[src/rtl/ubr_pkg.sv]
package ubr_pkg;
  localparam int unsigned LANES = 2;

  typedef enum logic [1:0] {
    MODE_HOLD  = 2'd0,
    MODE_PASS  = 2'd1,
    MODE_CLOCK = 2'd2
  } ubr_mode_e;
endpackage

[src/rtl/ubr_edge.sv]
module ubr_edge (
  input  logic clk,
  input  logic rst,
  input  logic lvl,
  output logic rise
);
  logic lvl_q;

  // During reset the previous sample tracks the level, so a level held
  // high across reset release is not mistaken for an edge.
  always_ff @(posedge clk) begin
    lvl_q <= lvl;
  end

  assign rise = lvl & ~lvl_q & ~rst;
endmodule

[src/rtl/ubr_store.sv]
module ubr_store
  import ubr_pkg::*;
#(
  parameter int unsigned W = 18
) (
  input  logic         clk,
  input  logic         rst,
  input  logic [W-1:0] din,
  input  ubr_mode_e    mode,
  output logic [W-1:0] q
);
  always_ff @(posedge clk) begin
    if (rst) begin
      q <= '0;
    end else begin
      unique case (mode)
        MODE_PASS, MODE_CLOCK: q <= din;
        default:               q <= q;
      endcase
    end
  end
endmodule

[src/rtl/ubr_drive.sv]
module ubr_drive (
  input  logic clk,
  input  logic rst,
  input  logic oe_n,
  output logic drv
);
  always_ff @(posedge clk) begin
    if (rst) drv <= 1'b0;
    else     drv <= ~oe_n;
  end
endmodule

[src/rtl/ubr_lane.sv]
module ubr_lane
  import ubr_pkg::*;
#(
  parameter int unsigned W = 18
) (
  input  logic         clk,
  input  logic         rst,
  input  logic [W-1:0] din,
  input  logic         oe_n,
  input  logic         le,
  input  logic         ce_n,
  input  logic         pclk,
  output logic [W-1:0] dout,
  output logic         drv
);
  logic      rise;
  ubr_mode_e mode;

  ubr_edge u_edge (
    .clk  (clk),
    .rst  (rst),
    .lvl  (pclk),
    .rise (rise)
  );

  // Latch enable wins; otherwise only a gated rising edge captures.
  always_comb begin
    if (le)                mode = MODE_PASS;
    else if (rise & ~ce_n) mode = MODE_CLOCK;
    else                   mode = MODE_HOLD;
  end

  ubr_store #(.W(W)) u_store (
    .clk  (clk),
    .rst  (rst),
    .din  (din),
    .mode (mode),
    .q    (dout)
  );

  ubr_drive u_drive (
    .clk  (clk),
    .rst  (rst),
    .oe_n (oe_n),
    .drv  (drv)
  );
endmodule

[src/rtl/ubus_reg.sv]
module ubus_reg
  import ubr_pkg::*;
#(
  parameter int unsigned W = 18
) (
  input  logic         clk,
  input  logic         rst,
  input  logic [W-1:0] a_in,
  input  logic [W-1:0] b_in,
  input  logic         ab_oe_n,
  input  logic         ab_le,
  input  logic         ab_ce_n,
  input  logic         ab_clk,
  input  logic         ba_oe_n,
  input  logic         ba_le,
  input  logic         ba_ce_n,
  input  logic         ba_clk,
  output logic [W-1:0] b_out,
  output logic         b_drv,
  output logic [W-1:0] a_out,
  output logic         a_drv
);
  // Lane 0 carries A to B, lane 1 carries B to A.
  logic [W-1:0] l_din  [LANES];
  logic [W-1:0] l_dout [LANES];
  logic [LANES-1:0] l_oe_n, l_le, l_ce_n, l_pclk, l_drv;

  assign l_din[0] = a_in;
  assign l_din[1] = b_in;
  assign l_oe_n   = {ba_oe_n, ab_oe_n};
  assign l_le     = {ba_le,   ab_le};
  assign l_ce_n   = {ba_ce_n, ab_ce_n};
  assign l_pclk   = {ba_clk,  ab_clk};

  for (genvar g = 0; g < LANES; g++) begin : g_lane
    ubr_lane #(.W(W)) u_lane (
      .clk  (clk),
      .rst  (rst),
      .din  (l_din[g]),
      .oe_n (l_oe_n[g]),
      .le   (l_le[g]),
      .ce_n (l_ce_n[g]),
      .pclk (l_pclk[g]),
      .dout (l_dout[g]),
      .drv  (l_drv[g])
    );
  end

  assign b_out = l_dout[0];
  assign b_drv = l_drv[0];
  assign a_out = l_dout[1];
  assign a_drv = l_drv[1];
endmodule

[config.mk]
export PLATFORM = sky130hd
export DESIGN_NAME = ubus_reg
export DESIGN_NICKNAME = d
export VERILOG_FILES = /design/src/rtl/ubr_pkg.sv /design/src/rtl/ubr_edge.sv /design/src/rtl/ubr_store.sv /design/src/rtl/ubr_drive.sv /design/src/rtl/ubr_lane.sv /design/src/rtl/ubus_reg.sv
export SDC_FILE = /design/constraint.sdc
export NUM_CORES = 1
export LEC_CHECK = 0
export BUFFER_PORTS_ARGS = -buffer_cell sky130_fd_sc_hd__buf_2
export CAP_MARGIN = 20
export CORE_ASPECT_RATIO = 0.9
export CORE_MARGIN = 4
export CORE_UTILIZATION = 42
export CTS_CLUSTER_DIAMETER = 40
export DETAILED_ROUTE_END_ITERATION = 16
export PLACE_DENSITY = 0.84
export SETUP_SLACK_MARGIN = 0.05
export SLEW_MARGIN = 5
export SYNTH_ARGS = -nofsm -noshare
export SYNTH_HDL_FRONTEND = slang
export SYNTH_HIERARCHICAL = 1
export SYNTH_SLANG_ARGS = --single-unit
[constraint.sdc]
create_clock -name clk -period 1.6 [get_ports clk]
set_input_delay 0 -clock clk [delete_from_list [all_inputs] [get_ports clk]]
set_output_delay 0 -clock clk [all_outputs]
set_load 0.02 [all_outputs]
==> results of run 1 <==
## cells in the final DEF (no fill, tap or decap), drive strengths merged
master,synthesis,layout
nand2b,72,72
nor2,2,2
clkbuf,6,8
mux2i,36,36
dfxtp,40,40
nor3b,4,4
buf,2,88
dlygate4sd3,0,40
xnor2,2,2
## power by group through the flow
stage,clock [mW],combinational (mW),sequential (mW)
final,0.667,0.489,1.09
after global routing,0.730,0.527,1.10
after floorplan,0,0.169,1.20
after global placement,0,0.391,1.12
after detailed placement,0,0.396,1.12
after CTS,0.692,0.477,1.09
## worst max-delay path: stages (launching register included)
cell,delay (ns)
dfxtp_1,0.32
nor3b_2,0.18
nor3b_4,0.29
xnor2_4,0.16
buf_12,0.19
mux2i_1,0.20
## flip-flops by register name, indices dropped and copies added, names as in the netlist
register / flops
g_lane.u_lane/u_store/q: 36
g_lane.u_lane/u_edge/lvl_q: 2
g_lane.u_lane/u_drive/drv: 2
## cell type report
class / count / area, um^2 / share of cell area
clock buffers: 8 / 90.1 / 0.0326
repair buffers: 128 / 878 / 0.318
well taps: 48 / 60.1 / 0.0217
multi-input cells: 116 / 936 / 0.338
flip-flops and latches: 40 / 801 / 0.290
## cell families (layout without fill, tap and decap cells)
family | after synthesis | count (layout)
xor+xnor | 2 | 2
buf+inv | 8 | 136
flops | 40 | 40
mux | 36 | 36
simple gates | 78 | 78
## worst max-delay path by stage
stage / from / to / slack (ns)
after floorplan: g_lane[0].u_lane/u_edge/lvl_q / g_lane[0].u_lane/u_store/q[10] / 0.20
after global routing: g_lane[1].u_lane/u_edge/lvl_q / g_lane[1].u_lane/u_store/q[11] / 0.06
after global placement: g_lane[1].u_lane/u_edge/lvl_q / g_lane[1].u_lane/u_store/q[5] / 0.08
after CTS: g_lane[0].u_lane/u_edge/lvl_q / g_lane[0].u_lane/u_store/q[2] / 0.08
final: g_lane[1].u_lane/u_edge/lvl_q / g_lane[1].u_lane/u_store/q[1] / 0.18
after detailed placement: g_lane[1].u_lane/u_edge/lvl_q / g_lane[1].u_lane/u_store/q[1] / 0.05
## per-layer routing
layer  wire length [um]  track usage  vias up
met5                  0            0        -
met4                 85       0.0644        0
met3                285       0.0545        9
met2               2010        0.252       52
met1               1760        0.186      657
li1                   -            -      786
## through the flow
stage	hold WS, ns	setup WS [ns]	cell area, um^2	util
CTS	0.159	0.0838	2730	0.671
global placement	0.111	0.0782	2220	0.545
finish	0.145	0.179	2770	0.679
floorplan	0.0277	0.199	1780	-
detailed placement	0.126	0.0475	2220	0.545
global route	0.140	0.0567	2770	0.679
## synthesized netlist by cell type
| library cell | count |
|---|---|
| buf_8 | 2 |
| clkbuf_1 | 6 |
| nand2b_1 | 72 |
| xnor2_4 | 2 |
| nor3b_2 | 4 |
| dfxtp_1 | 40 |
| nor2_1 | 2 |
| mux2i_1 | 36 |
## what timing repair did
item                                   in CTS  in global routing
gates resized for setup                     0                  2
setup buffers                               1                  1
hold buffers                               40                  0
pin swaps                                   1                  1
setup endpoints to repair                   6                 22
endpoints found under the hold margin      40                  0
==> results.toml, run 1 <==
[power]
p_total_mw = 2.25
p_sw_frac = 0.256
p_sw_mw = 0.576
p_clk_frac = 0.296
ir_drop_mv = 0.521
intPower_mw = 1.67
cellPowerDensity_mw_per_mm2 = 814
p_comb_frac = 0.217
p_leak_nw = 1.33
seq_power_share = 0.486

[setup_path]
cp-start-kind = "register"
arrival_ns = 1.63
worst_r2r_startpoint = "g_lane[1].u_lane/u_edge/lvl_q"
worstPathRequired_ns = 1.81
rr_endpoint = "g_lane[1].u_lane/u_store/q[1]"
reg2regPathDepth = 5
crit_type = "reg2reg"
crit_path_max_fanout = 18
rrSetupSlack_ns = 0.18
crit_path_end_kind = "register"

[cts]
cts_max_path_buffers = 2
cts_root_buf = "clkbuf_8"
h-tree-depth = 2
numCtsBuffers = 5
clkSinkCount = 40
clkTransAtPathRegs_ns = 0.07
worstSkewPairLatency_ns = 0.28
cts_tree = "done"

[detailed_routing]
avgRoutedWirePerCell_um = 12.2
ant_nets = 0
vias = 1504
drt-initial-drc-count = 22
drcViolationCount = 0
dr.pass1.iters = 4
via_per_inst = 4.42
drt_wl_total_mm = 4.14

[run]
cap_violations = 0

[global_route]
antenna_found_initial = 0
grt_pass1_vias = 1437
grt_pass1_wl_mm = 6.66
grt_use_total = 0.155
grt-ovfl-total = 0
grt_max_degree = 49

[timing]
worst_clock_skew_ns = 0.00207
rsz0062_at_grt = "no"
final.period_utilization = 0.888
drv_slew = 0
worst_pin_slew_ns = 0.324
final_hold_viol_count = 0
setup_viol = 0
fin_setup_tns_ns = 0
relSlewSlack = 0.784
post-route-min-period_ns = 1.42
max_freq_mhz = 704

[synthesis]
ys_top_cells_by_area = "dfxtp_1, nand2b_1, mux2i_1"
ys_seq_area_frac = 0.451
synth-xor-area-share = 0.0310
synth_top_area_cell = "dfxtp_1"
synth-compound-area-share = 0
synth-adder-area-share = 0
synthMuxAreaShare = 0.203
syn_area_per_cell_um2 = 10.8
synth.distinct_cells = 8
syn-cell-area_mm2 = 0.00178
synth_top_family_by_area = "simple AND/OR/NAND/NOR gates"
syn_inst = 164
synth-seq-cells = 40
synth-simple-area-share = 0.286
synth_fp_nets = 210
yosys_warnings = 6
netlist.area_leader.share = 0.451

[worst_hold_path]
hp-class = "in2reg"
hold_depth = 3
hold_start = "ab_le"
min_to = "g_lane[0].u_lane/u_store/q[17]"

[die]
core_mm2 = 0.00407
rows = 22
dieArea_mm2 = 0.00534
die_w_um = 76.6
die_h_um = 69.7
initial_core_util = 0.436
top_level_ports = 84

[placed_design]
dp_hpwl_mm = 2.53
gp_congestion = 0.683
port_buffers = 83
dp.cells = 290

[finish]
finalNonFillerCells = 340
fin_nets = 337
fillers = 320
antenna_cells = 0
drive_gt1_frac = 0.342
syn2layout_area_growth_pct = 55.6

[outcome]
status = "completed"
No activity file was read; power rests on OpenSTA's default activity.
==> inputs of run 2 (changes only) <==
- CORE_UTILIZATION: 42 -> 46
- PLACE_DENSITY: 0.84 -> 0.9
- RECOVER_POWER: unset -> 50
==> run 2 against run 1 <==
Non-clock buffer count grew 3. Critical path depth grew 2. First-iteration DRC count grew to 3.8 times the previous value. Die area shrank 7.8%. Largest power group is now the clock network.
==> results.toml, run 2 (same netlist as run 1, synthesis figures left out) <==
[power]
ir_drop_mv = 0.616
p_leak_nw = 1.26
cellPowerDensity_mw_per_mm2 = 957
p_total_mw = 2.74

[timing]
rsz0062_at_grt = "yes"
fin_setup_tns_ns = 0
relSlewSlack = 0.800
final.period_utilization = 0.962
worst_clock_skew_ns = 0.00585
setup_viol = 0
drv_slew = 0
final_hold_viol_count = 0
max_freq_mhz = 649
worst_pin_slew_ns = 0.300
post-route-min-period_ns = 1.54

[cts]
h-tree-depth = 2
clkTransAtPathRegs_ns = 0.08
clkSinkCount = 40
cts_root_buf = "clkbuf_8"
cts_max_path_buffers = 2
worstSkewPairLatency_ns = 0.28
numCtsBuffers = 5
cts_tree = "done"

[die]
top_level_ports = 84
dieArea_mm2 = 0.00492
rows = 21
initial_core_util = 0.476
die_h_um = 67.0
core_mm2 = 0.00373
die_w_um = 73.5

[detailed_routing]
drt_wl_total_mm = 5.02
dr.pass1.iters = 4
avgRoutedWirePerCell_um = 14.7
vias = 1570
ant_nets = 0
via_per_inst = 4.59
drcViolationCount = 0
drt-initial-drc-count = 84

[finish]
drive_gt1_frac = 0.251
final_util = 0.766
register_area_um2 = 802
largest_reg_flops = 36
syn2layout_area_growth_pct = 60.8
top_regs = "g_lane.u_lane/u_store/q x36, g_lane.u_lane/u_drive/drv x2, g_lane.u_lane/u_edge/lvl_q x2"
multiInputGateArea_um2 = 957
final_cell_mix = "nand2b_1, buf_2, dfxtp_1, dlygate4sd3_1, clkbuf_1"
largest-register = "g_lane.u_lane/u_store/q"
layout_commonest_cell = "nand2b_1"
finalNonFillerCells = 342
fin_nets = 340
fillers = 253

[outcome]
status = "completed"

[global_route]
grt_pass1_wl_mm = 7.51
grt.met1_usage = 0.218
gr-usage-met3 = 0.0573
grt_pass1_vias = 1574
grt_max_degree = 35
grt_use_total = 0.203
grt_use_met2 = 0.379
grt.busiest_layer = "met2"
grt-ovfl-total = 0
antenna_found_initial = 0

[setup_path]
arrival_ns = 1.74
crit_path_max_fanout = 18
worstPathRequired_ns = 1.80
cp_top_family = "buffers and inverters"
cp-start-kind = "input pin"
crit_slowest_cell = "dlygate4sd3_1"
crit_type = "in2reg"
crit_path_end_kind = "register"
timing.critical_path.buf_inv = 3
crit_path_cell_trace = "dlygate4sd3_1 > buf_2 > nor3b_2 > nor3b_4 > xnor2_4 > buf_12 > mux2i_2"
slowest_delay_ns = 0.52

[placed_design]
dp.cells = 288
port_buffers = 83
dp_hpwl_mm = 2.61
gp_congestion = 0.685

[worst_hold_path]
hp-class = "in2reg"

[run]
cap_violations = 0
run 2: layout make-up:
class / count / area share
Sequential cell: 40 / 0.281
Timing Repair Buffer: 131 / 0.308
Clock buffer: 5 / 0.0241
Antenna cell: 1 / 0.000876
Clock inverter: 3 / 0.0315
Multi-Input combinational cell: 116 / 0.335
Tap cell: 46 / 0.0201
run 2: metrics by stage:
stage | area, um^2 | hold WS, ns | worst slack [ns]
5_1_grt | 2860 | 0.0503 | -0.00374
6_report | 2860 | 0.0357 | 0.0601
4_1_cts | 2830 | 0.146 | 0.0717
3_3_place_gp | 2220 | 0.117 | 0.100
3_5_place_dp | 2220 | 0.119 | 0.0143
2_1_floorplan | 1780 | 0.0277 | 0.199
run 2: worst paths after layout:
kind,startpoint,end,slack (ns),cells after the start
worst min register to register,g_lane[1].u_lane/u_store/q[12],g_lane[1].u_lane/u_store/q[12],0.48,2
worst max-delay path,ba_clk,g_lane[1].u_lane/u_store/q[16],0.06,7
worst min-delay path,ab_clk,g_lane[0].u_lane/u_edge/lvl_q,0.04,2
worst max register to register,g_lane[0].u_lane/u_edge/lvl_q,g_lane[0].u_lane/u_store/q[17],0.06,5
run 2: repair_timing:
item,CTS,global route
gates resized for setup,0,10
endpoints found under the setup margin,21,30
pin swaps,2,2
cloned,0,1
hold buffers,40,0
endpoints found under the hold margin,40,0
buffers inserted,4,0
run 2: routing by layer:
layer	routed length [um]	vias to the layer above
li1	-	792
met1	1880	719
met4	72	0
met3	315	6
met5	0	-
met2	2750	53
run 2: worst register-to-register path, cell delays in order (launching register included):
cell and delay, ns:
dfxtp_2 0.33, nor3b_4 0.21, nor3b_4 0.32, xnor2_4 0.21, buf_12 0.18, mux2i_2 0.22
run 2: report_power, final:
group	internal, mW	total [mW]	switching (mW)
clock	0.780	1.13	0.347
sequential	1.06	1.10	0.0370
combinational	0.261	0.508	0.247
==> inputs of run 3 (changes only) <==
- CELL_PAD_IN_SITES_DETAIL_PLACEMENT: unset -> 1
- CELL_PAD_IN_SITES_GLOBAL_PLACEMENT: unset -> 1
- CORE_UTILIZATION: 46 -> 34
==> run 3 against run 2 <==
Via count fell by 0.76%. Routed wire length rose by 1.6%. Global-route usage fell by 4.7 points. Clock power fell by 39%. Maximum frequency rose by 4.2%. Sequential power barely moved. Largest power group is now registers. Highest routed layer unchanged.
==> results.toml, run 3 (same netlist as run 1, synthesis figures left out) <==
[timing]
final.period_utilization = 0.923
max_freq_mhz = 677
drv_slew = 0
relSlewSlack = 0.804
worst_pin_slew_ns = 0.296
worst_clock_skew_ns = 0.00885
post-route-min-period_ns = 1.48
setup_viol = 0
final_hold_viol_count = 0
fin_setup_tns_ns = 0
rsz0062_at_grt = "yes"

[detailed_routing]
via_per_inst = 4.35
avgRoutedWirePerCell_um = 14.2
drcViolationCount = 0
drt-initial-drc-count = 34
wl_met2_mm = 2.88
wl_met3_um = 188
drt_wl_total_mm = 5.10
dr.pass1.iters = 2
ant_nets = 0
vias = 1558
top_layer = "met4"
wl_met1_mm = 1.95

[cts]
cts_tree = "done"
clkTransAtPathRegs_ns = 0.07
h-tree-depth = 2
cts_max_path_buffers = 2
clkSinkCount = 40
cts_root_buf = "clkbuf_8"
worstSkewPairLatency_ns = 0.29
numCtsBuffers = 5

[finish]
final_cell_mix = "nand2b_1, buf_2, dfxtp_1, dlygate4sd3_1, clkbuf_1"
fin_nets = 338
largest-register = "g_lane.u_lane/u_store/q"
layout_commonest_cell = "nand2b_1"
drive_gt1_frac = 0.222
largest_reg_flops = 36
syn2layout_area_growth_pct = 55.7
fillers = 601
antenna_cells = 0
top_regs = "g_lane.u_lane/u_store/q x36, g_lane.u_lane/u_drive/drv x2, g_lane.u_lane/u_edge/lvl_q x2"
finalNonFillerCells = 358

[die]
rows = 24
die_h_um = 76.6
core_mm2 = 0.00495
top_level_ports = 84
initial_core_util = 0.359
dieArea_mm2 = 0.00645
die_w_um = 84.2

[setup_path]
crit_path_end_kind = "register"
reg2regPathDepth = 5
crit_path_max_fanout = 9
arrival_ns = 1.69
worstPathRequired_ns = 1.81
worst-path-stages = 7
cp_top_family = "buffers and inverters"
crit_slowest_cell = "dlygate4sd3_1"
crit_path_cell_trace = "dlygate4sd3_1 > clkbuf_1 > nor3b_2 > nor3b_4 > xnor2_4 > buf_12 > mux2i_1"
cp-start-kind = "input pin"
crit_type = "in2reg"
timing.critical_path.buf_inv = 3
slowest_delay_ns = 0.53

[power]
p_leak_nw = 1.21
ir_drop_mv = 0.392
p_total_mw = 2.28
cellPowerDensity_mw_per_mm2 = 823

[placed_design]
dp.cells = 306
port_buffers = 83
dp_hpwl_mm = 3.27
gp_congestion = 0.693

[global_route]
grt_pass1_wl_mm = 8.02
grt_pass1_vias = 1673
grt-ovfl-total = 0
antenna_found_initial = 0
grt_use_total = 0.156
grt_max_degree = 39

[outcome]
status = "completed"

[worst_hold_path]
hp-class = "in2reg"
hold_depth = 3

[run]
cap_violations = 0
-- run 3: cell types whose count changed in the layout (fill, tap and decap cells not counted), moves of 2 or more --
cell / change
bufinv_16: -3
mux2i_2: -4
mux2i_1: +4
clkbuf_1: +2
-- run 3: layer usage --
metal	up-vias	GRT usage
met3	5	0.0259
met2	37	0.304
met4	0	0.0675
met5	-	0
li1	785	-
met1	731	0.160
-- run 3: where the power goes --
group          internal [mW]  leakage, nW  switching [mW]
clock                  0.352       0.0455           0.335
combinational          0.251        0.832           0.240
sequential              1.06        0.331          0.0367
-- run 3: stage by stage --
| step | instance area [um^2] | util | hold WS (ns) | setup slack [ns] |
|---|---|---|---|---|
| final | 2770 | 0.558 | 0.216 | 0.123 |
| after detailed placement | 2240 | 0.451 | 0.130 | 0.0177 |
| after floorplan | 1780 | - | 0.0277 | 0.199 |
| after CTS | 2770 | 0.560 | 0.213 | 0.0894 |
| after global placement | 2240 | 0.451 | 0.123 | 0.102 |
| after global routing | 2770 | 0.558 | 0.238 | 0.0273 |
-- run 3: tightest hold or removal path, cell delays in order --
cell	delay [ns]
buf_2	0.13
buf_4	0.22
nor2_1	0.11
-- run 3: final cells by class --
type                            instances  area [um^2]  share of cell area
Tap cell                               65         81.3              0.0294
Clock buffer                            8         90.1              0.0326
Timing Repair Buffer                  129          858               0.310
Multi-Input combinational cell        116          936               0.338
Sequential cell                        40          801               0.289
-- run 3: repair_timing --
| action | 4_1_cts | 5_1_grt |
|---|---|---|
| hold buffers | 40 | 0 |
| pin swaps | 2 | 0 |
| cloned | 0 | 1 |
| endpoints found under the hold margin | 40 | 0 |
| setup buffers | 3 | 0 |
| resized for setup | 0 | 2 |
| setup endpoints to repair | 12 | 14 |
-- run 3: final timing paths --
check	slack, ns	startpoint	to
worst max-delay path	0.12	ab_clk	g_lane[0].u_lane/u_store/q[3]
worst min-delay path	0.22	rst	g_lane[0].u_lane/u_drive/drv
worst max register to register	0.16	g_lane[0].u_lane/u_edge/lvl_q	g_lane[0].u_lane/u_store/q[3]
worst min register to register	0.48	g_lane[0].u_lane/u_store/q[6]	g_lane[0].u_lane/u_store/q[6]
